**src/rtl/lsu_pkg.sv**
```systemverilog
package lsu_pkg;
  localparam int IW  = 16;  // instruction word width
  localparam int FW  = 4;   // register select field width
  localparam int OPW = 4;   // opcode width

  typedef enum logic [1:0] {
    S_IDLE = 2'd0,
    S_EXT  = 2'd1,
    S_ACC  = 2'd2
  } lsu_state_t;

  typedef struct packed {
    logic [OPW-1:0] op;
    logic [FW-1:0]  dat;
    logic [FW-1:0]  idx;
    logic [FW-1:0]  qd;
  } lsu_instr_t;
endpackage

```
**src/rtl/lsu_decode.sv**
```systemverilog
module lsu_decode
  import lsu_pkg::*;
(
  input  logic [OPW-1:0] op,
  output logic           is_mem,
  output logic           is_long,
  output logic           is_store
);
  // memory ops occupy the top quarter of the opcode space
  always_comb begin
    is_mem   = (op[OPW-1:OPW-2] == 2'b11);
    is_long  = is_mem & ~op[1];
    is_store = is_mem & op[0];
  end
endmodule

```
**src/rtl/lsu_ea_gen.sv**
```systemverilog
module lsu_ea_gen #(
  parameter int AW = 16,
  parameter int DW = 16,
  parameter int QW = 4
) (
  input  logic [DW-1:0] base,
  input  logic [DW-1:0] disp_long,
  input  logic [QW-1:0] disp_quick,
  input  logic          use_long,
  output logic [AW-1:0] ea
);
  logic [AW-1:0] disp;
  logic [AW-1:0] qext;

  generate
    if (AW > QW) begin : g_sext
      assign qext = {{(AW-QW){disp_quick[QW-1]}}, disp_quick};
    end else begin : g_trunc
      assign qext = disp_quick[AW-1:0];
    end
  endgenerate

  always_comb begin
    disp = use_long ? disp_long[AW-1:0] : qext;
    ea   = base[AW-1:0] + disp;
  end
endmodule

```
**src/rtl/lsu_memseq.sv**
```systemverilog
module lsu_memseq
  import lsu_pkg::*;
#(
  parameter int AW = 16,
  parameter int DW = 16,
  parameter int QW = 4
) (
  input  logic            clk,
  input  logic            rst,
  input  logic            start,
  input  logic [IW-1:0]   instr,
  input  logic [AW-1:0]   pc_in,
  input  logic [DW-1:0]   idx_val,
  input  logic [DW-1:0]   st_val,
  output logic [FW-1:0]   rf_ra_idx,
  output logic [FW-1:0]   rf_ra_dat,
  output logic [AW-1:0]   mem_addr,
  output logic [DW-1:0]   mem_wdata,
  input  logic [DW-1:0]   mem_rdata,
  output logic            mem_we,
  output logic            mem_fetch,
  output logic            busy,
  output logic            done,
  output logic            rf_we,
  output logic [FW-1:0]   rf_waddr,
  output logic [DW-1:0]   rf_wdata,
  output logic [AW-1:0]   pc_next
);
  lsu_instr_t fld;
  lsu_state_t state;
  logic       is_mem, is_long, is_store;
  logic       store_q;
  logic [FW-1:0] dat_q;
  logic [DW-1:0] idx_q;
  logic [DW-1:0] sdat_q;
  logic [AW-1:0] ea;
  logic [DW-1:0] ea_base;
  logic          ea_long;

  assign fld       = lsu_instr_t'(instr);
  assign rf_ra_idx = fld.idx;
  assign rf_ra_dat = fld.dat;

  lsu_decode u_dec (
    .op       (fld.op),
    .is_mem   (is_mem),
    .is_long  (is_long),
    .is_store (is_store)
  );

  // idle: quick address from live inputs; otherwise captured index + fetched word
  assign ea_base = (state == S_IDLE) ? idx_val : idx_q;
  assign ea_long = (state != S_IDLE);

  lsu_ea_gen #(.AW(AW), .DW(DW), .QW(QW)) u_ea (
    .base       (ea_base),
    .disp_long  (mem_rdata),
    .disp_quick (fld.qd[QW-1:0]),
    .use_long   (ea_long),
    .ea         (ea)
  );

  always_ff @(posedge clk) begin
    if (rst) begin
      state     <= S_IDLE;
      store_q   <= 1'b0;
      dat_q     <= '0;
      idx_q     <= '0;
      sdat_q    <= '0;
      mem_addr  <= '0;
      mem_wdata <= '0;
      mem_we    <= 1'b0;
      mem_fetch <= 1'b0;
      busy      <= 1'b0;
      done      <= 1'b0;
      rf_we     <= 1'b0;
      rf_waddr  <= '0;
      rf_wdata  <= '0;
      pc_next   <= '0;
    end else begin
      done  <= 1'b0;
      rf_we <= 1'b0;
      unique case (state)
        S_IDLE: begin
          if (start && is_mem) begin
            busy    <= 1'b1;
            store_q <= is_store;
            dat_q   <= fld.dat;
            idx_q   <= idx_val;
            sdat_q  <= st_val;
            if (is_long) begin
              mem_addr  <= pc_in;
              mem_fetch <= 1'b1;
              mem_we    <= 1'b0;
              pc_next   <= pc_in + 1'b1;
              state     <= S_EXT;
            end else begin
              mem_addr  <= ea;
              mem_fetch <= 1'b0;
              mem_we    <= is_store;
              mem_wdata <= is_store ? st_val : '0;
              pc_next   <= pc_in;
              state     <= S_ACC;
            end
          end
        end
        S_EXT: begin
          mem_addr  <= ea;
          mem_fetch <= 1'b0;
          mem_we    <= store_q;
          mem_wdata <= store_q ? sdat_q : '0;
          state     <= S_ACC;
        end
        S_ACC: begin
          mem_we   <= 1'b0;
          busy     <= 1'b0;
          done     <= 1'b1;
          rf_we    <= ~store_q;
          rf_waddr <= dat_q;
          rf_wdata <= mem_rdata;
          state    <= S_IDLE;
        end
        default: state <= S_IDLE;
      endcase
    end
  end
endmodule

```
**config.mk**
```make
export PLATFORM = sky130hd
export DESIGN_NAME = lsu_memseq
export DESIGN_NICKNAME = d
export VERILOG_FILES = /design/src/rtl/lsu_pkg.sv /design/src/rtl/lsu_decode.sv /design/src/rtl/lsu_ea_gen.sv /design/src/rtl/lsu_memseq.sv
export SDC_FILE = /design/constraint.sdc
export NUM_CORES = 1
export LEC_CHECK = 0
export BUFFER_PORTS_ARGS = -buffer_cell sky130_fd_sc_hd__buf_4
export CAP_MARGIN = 5
export CORE_MARGIN = 4
export CORE_UTILIZATION = 44
export DETAILED_ROUTE_END_ITERATION = 10
export GPL_TIMING_DRIVEN = 0
export PLACE_DENSITY = 0.72
export SYNTH_ARGS = -nofsm -noshare
export SYNTH_HDL_FRONTEND = slang
export SYNTH_SLANG_ARGS = --single-unit
```
**constraint.sdc**
```tcl
create_clock -name clk -period 3.72 [get_ports clk]
set_input_delay 0 -clock clk [delete_from_list [all_inputs] [get_ports clk]]
set_output_delay 0 -clock clk [all_outputs]
set_load 0.01 [all_outputs]
```
==> results of run 1 <==
==> worst max-delay path: stages (launching register included) <==
cell,delay (ps)
dfxtp_1,340
inv_1,90
ha_1,140
clkbuf_4,190
buf_6,170
mux2_2,370
ha_1,230
fa_2,370
a21oi_2,180
o21ai_2,100
a2111oi_4,400
o311ai_4,170
nand3_1,120
mux2_2,340
a211oi_1,230
==> registers in the layout, summed over array words and instances (netlist names) <==
name	cells
busy	1
dat_q	4
done	1
idx_q	16
mem_addr	16
mem_fetch	1
mem_wdata	16
mem_we	1
pc_next	16
rf_waddr	4
rf_wdata	16
rf_we	1
sdat_q	16
state	2
store_q	1
==> through the flow <==
stage	util [%]	total power, mW	instance area [µm²]	hold slack (ps)	TNS (ps)
global route	65.25	3.131	7903	35.82	0
global placement	56.85	1.922	6885	178.4	-990.2
CTS	65.06	3.000	7880	0.9591	0
finish	65.25	3.010	7903	10.58	0
floorplan	-	1.676	5482	79.12	0
detailed placement	56.85	1.936	6885	178.2	-1261
==> cell families (layout without fill, tap and decap cells) <==
family,Yosys count,count (layout),synth area share (%)
adder cells (fa/ha/maj),21,21,4.930
buffers and inverters,71,311,5.569
multiplexers,40,40,7.738
AND/OR/NAND/NOR,218,218,17.10
flip-flops,112,112,40.90
XOR/XNOR,26,26,4.154
other,0,1,0
AO/OA/AOI/OAI,168,168,19.61
==> what timing repair did <==
action / CTS / global route
resized for setup: 5 / 5
endpoints found under the setup margin: 4 / 4
pin swaps: 0 / 2
gates cloned: 0 / 0
hold buffers: 67 / 0
endpoints found under the hold margin: 73 / 0
==> path summary, 6_finish.rpt <==
path / end / slack [ps] / depth (start not counted)
worst max-delay path: mem_addr[12] / 190 / 14
worst max register to register: mem_addr[12] / 190 / 14
worst min register to register: sdat_q[2] / 460 / 2
worst min-delay path: pc_next[4] / 10 / 3
==> cell type report <==
| type | instances | area [µm²] | share of cell area (%) |
|---|---|---|---|
| Multi-Input combinational cell | 473 | 2968 | 37.56 |
| Sequential cell | 112 | 2242 | 28.37 |
| Timing Repair Buffer | 226 | 1864 | 23.59 |
| Clock buffer | 10 | 239.0 | 3.024 |
| Buffer | 50 | 237.7 | 3.008 |
| Tap cell | 168 | 210.2 | 2.660 |
| Inverter | 20 | 75.07 | 0.9500 |
| Clock inverter | 5 | 63.81 | 0.8075 |
| Antenna cell | 1 | 2.502 | 0.03167 |
==> power breakdown <==
part | switching (mW) | total [mW] | leakage [nW] | internal [mW]
Combinational | 0.370 | 0.713 | 2.16 | 0.343
Sequential | 0.0298 | 1.28 | 0.910 | 1.25
Clock | 0.474 | 1.02 | 0.146 | 0.544
==> cells in the mapped netlist (4+ instances only) <==
library cell / number
clkbuf_1: 35
a311oi_1: 4
or3_1: 5
a211oi_1: 31
nor2_1: 84
buf_4: 8
nor2b_1: 5
nand2_1: 97
buf_1: 6
o21ai_0: 27
xor2_1: 14
ha_1: 20
a21oi_1: 58
nand3_1: 5
o211ai_1: 6
nor3_1: 4
o22ai_1: 4
mux2i_1: 21
dfxtp_1: 112
xnor2_1: 12
mux2_2: 19
inv_1: 20
a22oi_1: 21
==> per-layer routing <==
layer / wire, µm / vias to the layer above / track usage (%)
met5: 0 / - / 0
met4: 483 / 0 / 10.02
li1: - / 2749 / -
met3: 1265 / 38 / 4.524
met2: 8428 / 229 / 41.17
met1: 7395 / 2614 / 29.92
==> summary.txt, run 1 <==
Outcome
  • Status: finished clean

Drt
  • Routed WL: 17570 µm
  • DR vias/cell: 5.286
  • Vias: 5630
  • Post-route ant nets: 0
  • Routed len/inst: 16.50 µm
  • DRC Markers: 0
  • Iter 0 DRT Violations: 341
  • DRT Pass-1 Iters: 5

Synth
  • Yosys top cell by area: dfxtp_1
  • Synth Warn #: 0
  • Top cell type's share of synthesized area: 40.90%
  • Cell count after synthesis: 656
  • Main synth FF type: dfxtp_1
  • Mean Syn Cell Area: 8.356 µm²
  • #FFs+latches synth: 112
  • Post-Syn Area: 5482 µm²
  • Area contributors post-synth: dfxtp_1 41%, nand2_1 6.6%, nor2_1 5.8%
  • Async S/R FF share, synth: 0%
  • Syn_nets: 760
  • Register area share after synthesis: 40.90%
  • Number of synthesized flops with an enable pin: 0
  • Library cells used by synthesis: 51

Placement
  • Port Buffer Count: 159
  • Post-DP HPWL: 12580 µm
  • Pre-CTS WS: -400.1 ps
  • DP Cell Count: 983
  • Gpl congestion: 0.8719

Clock tree
  • Clock Pin Slew Worst Setup and Hold Paths: 80 ps
  • Root Driver: clkbuf_16
  • Htree depth: 3
  • Clk sink count: 112
  • CTS max path bufs: 2
  • Post-CTS Setup Repair Bufs: 0
  • CTS tree: built
  • Clk_lat worst skew: 360 ps
  • CTS Buf Count: 9

Floorplan
  • I/O pins: 164
  • Die height: 119.6 µm
  • Core Area: 12110 µm²
  • Cell row count: 40
  • Die X: 119.6 µm
  • Initial core utilization: 45.26%
  • Die ar.: 14310 µm²

Timing
  • Worst slew pin tran: 898.7 ps
  • Worst relative slew slack: 40.09%
  • Setup-failing EPs final: 0
  • Minimum clock period: 3534 ps
  • Fin crit share: 95.00%
  • Fmax: 283.0 MHz
  • Hold Vio Cnt, Final: 0
  • Fin worst setup slack: 185.9 ps
  • Max-slew violations: 0
  • Clock Skew: 6.192 ps
  • RSZ-0062 raised after global routing: false

Final layout
  • Commonest cells after routing, fill and taps aside: 167 x buf_4, 112 x dfxtp_1, 97 x nand2_1
  • Post-layout nets: 996
  • Commonest non-fill, non-tap cell in the layout: buf_4
  • Filler cell count: 1032
  • Synth-to-Final Area Change: 44.17%
  • Final Non-Filler Cells: 1065
  • Layout cells sized above 1: 24.22%

Global route
  • Overflow after GRT: 0
  • Largest net degree at the start of global routing: 19
  • Vias in the first global route: 5594
  • GRT Total Usage: 24.14%
  • Initial antenna violation count: 1
  • First-pass GRT wire length: 27800 µm

Worst setup path
  • CP startpoint kind: register
  • R2R Path Start: state[0]
  • CP Capture Type: register
  • Max FO, Critical Path: 10
  • Arr. time, crit path: 3810 ps
  • WS Path Type: reg -> reg
  • Req. time, crit path: 4000 ps
  • Worst Setup SP: state[0]

Hold path
  • Hold WC Path Type: in -> reg
  • Hold path startpoint: pc_in[4]

Power
  • Power per standard cell area: 380.9 nW/µm²
  • Peak supply drop: 273.4 µV
  • P_leak: 3.213 nW

Flow run
  • Max_cap viols: 0
(Power assumes the default switching activity.)
==> inputs of run 2 (changes only) <==
==> constraint.sdc (replaced) <==
create_clock -name clk -period 3.72 [get_ports clk]
set_input_delay 0.558 -clock clk [delete_from_list [all_inputs] [get_ports clk]]
set_output_delay 0.558 -clock clk [all_outputs]
set_load 0.01 [all_outputs]
==> run 2 against run 1 <==
First-iteration DRC count decreased by 6.7%. Fmax decreased by 0.14%. Sequential power about the same. Core utilization decreased by 5.6 points. Worst hold slack improved by 410 ps. Non-clock buffer count decreased by 67. Setup slack got worse by 4.9 ps. Critical path depth unchanged. Routed wire length decreased by 7.2%. Total power decreased by 2.2%.
==> summary.txt, run 2 (synthesized netlist as in run 1, its figures left out) <==
Power
  • Peak supply drop: 307.3 µV (+12%)
  • Power per standard cell area: 407.3 nW/µm² (+6.9%)
  • P_leak: 2.933 nW (-8.7%)

Final layout
  • Commonest cells after routing, fill and taps aside: 167 x buf_4, 112 x dfxtp_1, 97 x nand2_1
  • Synth-to-Final Area Change: 31.89%
  • Commonest non-fill, non-tap cell in the layout: buf_4
  • Layout cells sized above 1: 26.18% (+2.0 points)
  • Post-layout nets: 929 (-6.7%)
  • Filler cell count: 1119 (+8.4%)
  • Inserted Diodes: 0 (-1)

Floorplan
  • Die ar.: 14310 µm² (unchanged)
  • Cell row count: 40 (unchanged)
  • Initial core utilization: 45.26% (unchanged)
  • Die X: 119.6 µm (unchanged)
  • Die height: 119.6 µm (unchanged)
  • I/O pins: 164 (unchanged)
  • Core Area: 12110 µm² (unchanged)

Clock tree
  • Clk_lat worst skew: 360 ps (about the same)
  • CTS tree: built
  • Post-CTS Setup Repair Bufs: 0 (unchanged)
  • Htree depth: 3 (unchanged)
  • Clk sink count: 112 (unchanged)
  • Clock Pin Slew Worst Setup and Hold Paths: 80 ps (about the same)
  • CTS max path bufs: 2 (unchanged)
  • Root Driver: clkbuf_16
  • CTS Buf Count: 9 (unchanged)
  • Cts hold-fix bufs: 0 (-100%)

Timing
  • Worst relative slew slack: 39.71% (-0.38 points)
  • RSZ-0062 raised after global routing: false
  • Fmax: 282.6 MHz (-0.14%)
  • Worst slew pin tran: 904.4 ps (+5.717 ps)
  • Fin worst setup slack: 180.9 ps (-4.929 ps)
  • Hold Vio Cnt, Final: 0 (unchanged)
  • Setup-failing EPs final: 0 (unchanged)
  • Fin crit share: 95.14% (+0.13 points)
  • Max-slew violations: 0 (unchanged)
  • Setup TNS: 0 ps (unchanged)
  • Clock Skew: 6.613 ps (+0.4203 ps)
  • Minimum clock period: 3539 ps (+4.929 ps)

Hold path
  • Cell count of the worst hold path: 2 (-1)
  • Hold WC Path Type: in -> reg
  • Hold Path End: done
  • Hold path startpoint: rst

Worst setup path
  • Req. time, crit path: 3990 ps (about the same)
  • R2R Path Start: state[0]
  • CP startpoint kind: register
  • Worst path bufs/invs: 3 (unchanged)
  • R2R cell count: 14 (unchanged)
  • WS Path Type: reg -> reg
  • Critical Path Max Stage Delay: 400 ps (about the same)
  • CP Capture Type: register
  • CP top delay family: compound AO/OA/AOI/OAI gates
  • Worst R2R Setup Slack: 180 ps (about the same)
  • Arr. time, crit path: 3810 ps (about the same)
  • Crit path cell chain: inv_1 -> ha_1 -> clkbuf_4 -> buf_6 -> mux2_2 -> ha_1 -> fa_2 -> a21oi_2 -> o21ai_2 -> a2111oi_4 -> o311ai_4 -> nand3_1 -> mux2_2 -> a211oi_1
  • Reg-to-Reg End: mem_addr[12]
  • Critical-path top delay cell: a2111oi_4
  • Max FO, Critical Path: 10 (unchanged)

Flow run
  • Max_cap viols: 0 (unchanged)

Global route
  • GRT Total Usage: 22.52% (-1.6 points)
  • Vias in the first global route: 5204 (-7.0%)
  • Overflow after GRT: 0 (unchanged)
  • Initial antenna violation count: 0 (-1)
  • First-pass GRT wire length: 25990 µm (-6.5%)
  • Largest net degree at the start of global routing: 19 (unchanged)

Drt
  • DRC Markers: 0 (unchanged)
  • Vias: 5260 (-6.6%)
  • Post-route ant nets: 0 (unchanged)
  • DRT Pass-1 Iters: 5 (unchanged)
  • Iter 0 DRT Violations: 318 (-6.7%)
  • Routed len/inst: 16.36 µm (-0.84%)
  • DR vias/cell: 5.276 (-0.20%)
  • Routed WL: 16310 µm (-7.2%)

Placement
  • Port Buffer Count: 159 (unchanged)
  • Pre-CTS WS: -400.1 ps (unchanged)
  • Post-DP HPWL: 12580 µm (unchanged)
  • Gpl congestion: 0.8719 (unchanged)

Outcome
  • Status: finished clean
run 2: changes by cell type in the layout (fill, tap and decap cells not counted):
cell	previous run	this run
dlygate4sd3_1	67	0
diode_2	1	0
run 2: cell type report:
class / instances / area [µm²] / area share, %
multi-input combinational: 473 / 2968 / 41.05
sequential: 112 / 2242 / 31.01
timing repair buffer: 159 / 1194 / 16.51
clock buffer: 10 / 239.0 / 3.306
buffer: 50 / 237.7 / 3.288
tap: 168 / 210.2 / 2.908
inverter: 20 / 75.07 / 1.038
clock inverter: 5 / 63.81 / 0.8827
run 2: worst register-to-register path, cell delays in order, from the launching register on:
cell and delay, ps:
dfxtp_1 350, inv_1 90, ha_1 140, clkbuf_4 190
buf_6 170, mux2_2 370, ha_1 230, fa_2 370
a21oi_2 180, o21ai_2 100, a2111oi_4 400, o311ai_4 170
nand3_1 120, mux2_2 340, a211oi_1 230
run 2: per-layer routing:
layer  GRT usage [%]  part of all wire (%)  up-vias  routed length (µm)
li1                -                     -     2621                   -
met1           28.79                    44     2445                7182
met2           36.94                    47      174                7652
met3           5.372                   7.3       20                1194
met4           8.447                   1.7        0                 283
met5               0                     0        -                   0
run 2: stage by stage:
| stage | instance area, µm² | hold WS (ps) | util [%] | cells | total power [mW] |
|---|---|---|---|---|---|
| floorplan | 5482 | 405.5 | - | 656 | 1.676 |
| global placement | 6885 | 435.9 | 56.85 | 983 | 1.922 |
| detailed placement | 6885 | 433.9 | 56.85 | 983 | 1.936 |
| CTS | 7209 | 407.6 | 59.52 | 998 | 2.944 |
| global route | 7229 | 423.0 | 59.69 | 997 | 3.065 |
| finish | 7229 | 418.7 | 59.69 | 997 | 2.945 |
run 2: repair_timing:
item | in CTS | in global routing
pin swaps | 0 | 2
endpoints found under the setup margin | 4 | 4
gates resized for setup | 5 | 5
run 2: how the worst max path moves through the flow:
stage                     depth (start not counted)  startpoint            to  slack, ps
after CTS                                        14    state[0]  mem_addr[12]          7
after detailed placement                         14    state[0]  mem_addr[12]       -400
final                                            14    state[0]  mem_addr[12]        180
after global placement                           14    state[0]  mem_addr[12]       -330
after global routing                             13    state[0]  mem_addr[12]         20
after floorplan                                  14    state[0]  mem_addr[12]         70
run 2: report_power, final:
| part | internal [mW] | total [mW] | switching, mW |
|---|---|---|---|
| Sequential | 1.25 | 1.28 | 0.0291 |
| Combinational | 0.297 | 0.652 | 0.355 |
| Clock | 0.544 | 1.01 | 0.470 |
==> inputs of run 3 (changes only) <==
Settings changed: ABC_AREA from default to 1, PLACE_DENSITY 0.72 to 0.71.
==> run 3 against run 2 <==
Worst hold slack better by 23 ps. Clock skew about the same. Register-to-register slack better by 340 ps. Design area up 6.8%. Critical endpoint unchanged.
==> summary.txt, run 3 <==
Outcome
  • Status: finished clean

Final layout
  • Filler cell count: 1389 (+24%)
  • Commonest non-fill, non-tap cell in the layout: nand2_1
  • Final Non-Filler Cells: 1256 (+26%)
  • Layout cells sized above 1: 19.63% (-6.5 points)
  • Multi-input gate area: 3158 µm² (+6.4%)
  • Inserted Diodes: 0 (unchanged)
  • Register area: 2242 µm² (unchanged)
  • Final Core Density: 57.84% (-1.9 points)
  • Synth-to-Final Area Change: 28.11%
  • Commonest cells after routing, fill and taps aside: 205 x nand2_1, 170 x buf_4, 112 x dfxtp_1
  • Post-layout nets: 1180 (+27%)
  • Post-route cell area: 7720 µm² (+6.8%)

Global route
  • First-pass GRT wire length: 29580 µm (+14%)
  • Largest net degree at the start of global routing: 20 (+1)
  • Vias in the first global route: 5838 (+12%)
  • Gr busiest metal: met2
  • Met3 Use GR: 4.222% (-1.2 points)
  • Initial antenna violation count: 0 (unchanged)
  • Routing usage on met2: 36.79% (-0.14 points)
  • Met1 GRT Util: 31.37% (+2.6 points)
  • Overflow after GRT: 0 (unchanged)
  • GRT Total Usage: 23.07% (+0.55 points)

Placement
  • Placed cell area: 7440 µm² (+8.1%)
  • Pre-CTS WS: 411.9 ps (+812.0 ps)
  • Port Buffer Count: 159 (unchanged)
  • DP Cell Count: 1241 (+26%)
  • Gpl congestion: 0.8883 (+1.9%)
  • Post-DP HPWL: 14210 µm (+13%)

Clock tree
  • Clk sink count: 112 (unchanged)
  • Post-CTS Setup Repair Bufs: 0 (unchanged)
  • CTS Buf Count: 9 (unchanged)
  • Clock Pin Slew Worst Setup and Hold Paths: 70 ps (about the same)
  • CTS max path bufs: 2 (unchanged)
  • Cts hold-fix bufs: 0 (unchanged)
  • Root Driver: clkbuf_16
  • Cts repair resizes: 0 (-5)
  • Clk_lat worst skew: 360 ps (about the same)
  • CTS tree: built
  • Htree depth: 3 (unchanged)

Synth
  • Yosys top cell by area: dfxtp_1
  • Main synth FF type: dfxtp_1
  • Async S/R FF share, synth: 0% (unchanged)
  • Area contributors post-synth: dfxtp_1 37%, nand2_1 13%, o21ai_0 7.5%
  • #FFs+latches synth: 112 (unchanged)
  • Library cells used by synthesis: 38 (-25%)
  • Most numerous cell in the Yosys netlist: nand2_1
  • Syn_nets: 1010 (+33%)
  • Synth Warn #: 0 (unchanged)
  • Post-Syn Area: 6026 µm² (+9.9%)
  • Top cell type's share of synthesized area: 37.21% (-3.7 points)
  • Cell count after synthesis: 906 (+38%)
  • Number of synthesized flops with an enable pin: 0 (unchanged)
  • Synth top cells by count: 205 x nand2_1, 112 x dfxtp_1, 110 x nor2_1
  • Mean Syn Cell Area: 6.651 µm² (-20%)
  • Register area share after synthesis: 37.21% (-3.7 points)

Timing
  • Minimum clock period: 3202 ps (-336.7 ps)
  • Worst slew pin tran: 620.7 ps (-283.6 ps)
  • Clock Skew: 6.724 ps (+0.1110 ps)
  • RSZ-0062 raised after global routing: false
  • Final hold slack: 442.1 ps (+23.33 ps)
  • Max-slew violations: 0 (unchanged)
  • Fin worst setup slack: 517.6 ps (+336.7 ps)
  • Fmax: 312.3 MHz (+11%)
  • Setup-failing EPs final: 0 (unchanged)
  • Fin crit share: 86.09% (-9.1 points)
  • Hold Vio Cnt, Final: 0 (unchanged)
  • Worst relative slew slack: 58.62% (+19 points)
  • Setup TNS: 0 ps (unchanged)

Power
  • P_leak: 3.831 nW (+31%)
  • Power per standard cell area: 381.1 nW/µm² (-6.4%)
  • Tot Pwr: 2.942 mW (about the same)
  • Peak supply drop: 201.6 µV (-34%)

Floorplan
  • Die ar.: 15630 µm² (+9.3%)
  • I/O pins: 164 (unchanged)
  • Die X: 125.0 µm (+4.5%)
  • Cell row count: 42 (+5.0%)
  • Die height: 125.0 µm (+4.5%)
  • Initial core utilization: 45.14% (-0.11 points)
  • Core Area: 13350 µm² (+10%)

Worst setup path
  • Critical-path top delay cell: clkbuf_1
  • Crit path cell chain: inv_1 -> ha_1 -> buf_2 -> clkbuf_1 -> clkbuf_1 -> nand2_1 -> nand2_1 -> ha_1 -> fa_1 -> nand2_1 -> o21ai_0 -> nand3_1 -> nand3_1 -> nand2_1 -> nand3_1 -> a21oi_1
  • Most frequent cell on the critical path: nand2_1
  • WS Path Type: reg -> reg
  • Arr. time, crit path: 3420 ps (-390 ps)
  • Critical Path Max Stage Delay: 450 ps (+50 ps)
  • Worst path bufs/invs: 4 (+1)
  • CP startpoint kind: register
  • CP Capture Type: register
  • CP top delay family: buffers and inverters
  • Max FO, Critical Path: 10 (unchanged)
  • Req. time, crit path: 3940 ps (-50 ps)

Drt
  • DR vias/cell: 5.147 (-2.4%)
  • DRT Pass-1 Iters: 5 (unchanged)
  • Iter 0 DRT Violations: 494 (+55%)
  • DRC Markers: 0 (unchanged)
  • Vias: 6465 (+23%)
  • Routed WL: 18470 µm (+13%)
  • Routed len/inst: 14.70 µm (-10%)
  • Post-route ant nets: 0 (unchanged)

Flow run
  • Max_cap viols: 0 (unchanged)

Hold path
  • Hold WC Path Type: in -> reg
run 3: area by class of cell:
| type | count | area share, % |
|---|---|---|
| Multi-Input combinational cell | 641 | 40.91 |
| Sequential cell | 112 | 29.04 |
| Timing Repair Buffer | 159 | 15.46 |
| Buffer | 55 | 3.355 |
| Inverter | 98 | 4.765 |
| Clock buffer | 9 | 2.917 |
| Tap cell | 176 | 2.853 |
| Clock inverter | 6 | 0.6969 |
run 3: where the power goes:
| part | internal (mW) | switching [mW] |
|---|---|---|
| Clock | 0.465 | 0.476 |
| Combinational | 0.289 | 0.420 |
| Sequential | 1.26 | 0.0337 |
run 3: cells by family after synthesis:
logic type,count (synthesis),synth area share [%]
adder cells (fa/ha/maj),21,4.485
buffers and inverters,153,10.38
AND/OR/NAND/NOR,399,28.07
flip-flops,112,37.21
XOR/XNOR,8,1.163
AO/OA/AOI/OAI,213,18.69
run 3: path summary, 6_finish.rpt:
kind | from | end | slack, ps | depth (start not counted)
min | mem_rdata[8] | rf_wdata[8] | 440 | 3
min reg2reg | idx_q[6] | idx_q[6] | 470 | 2
max | state[0] | mem_addr[12] | 520 | 16
max reg2reg | state[0] | mem_addr[12] | 520 | 16
run 3: per-layer routing:
| layer | routed length, µm | up-vias |
|---|---|---|
| met5 | 0 | - |
| met2 | 8328 | 215 |
| met4 | 437 | 0 |
| met3 | 1292 | 26 |
| met1 | 8406 | 2939 |
| li1 | - | 3285 |
run 3: worst min-delay path, cell delays in order:
cell and delay (ps):
buf_4 90, nor2_1 40, nor2_1 80
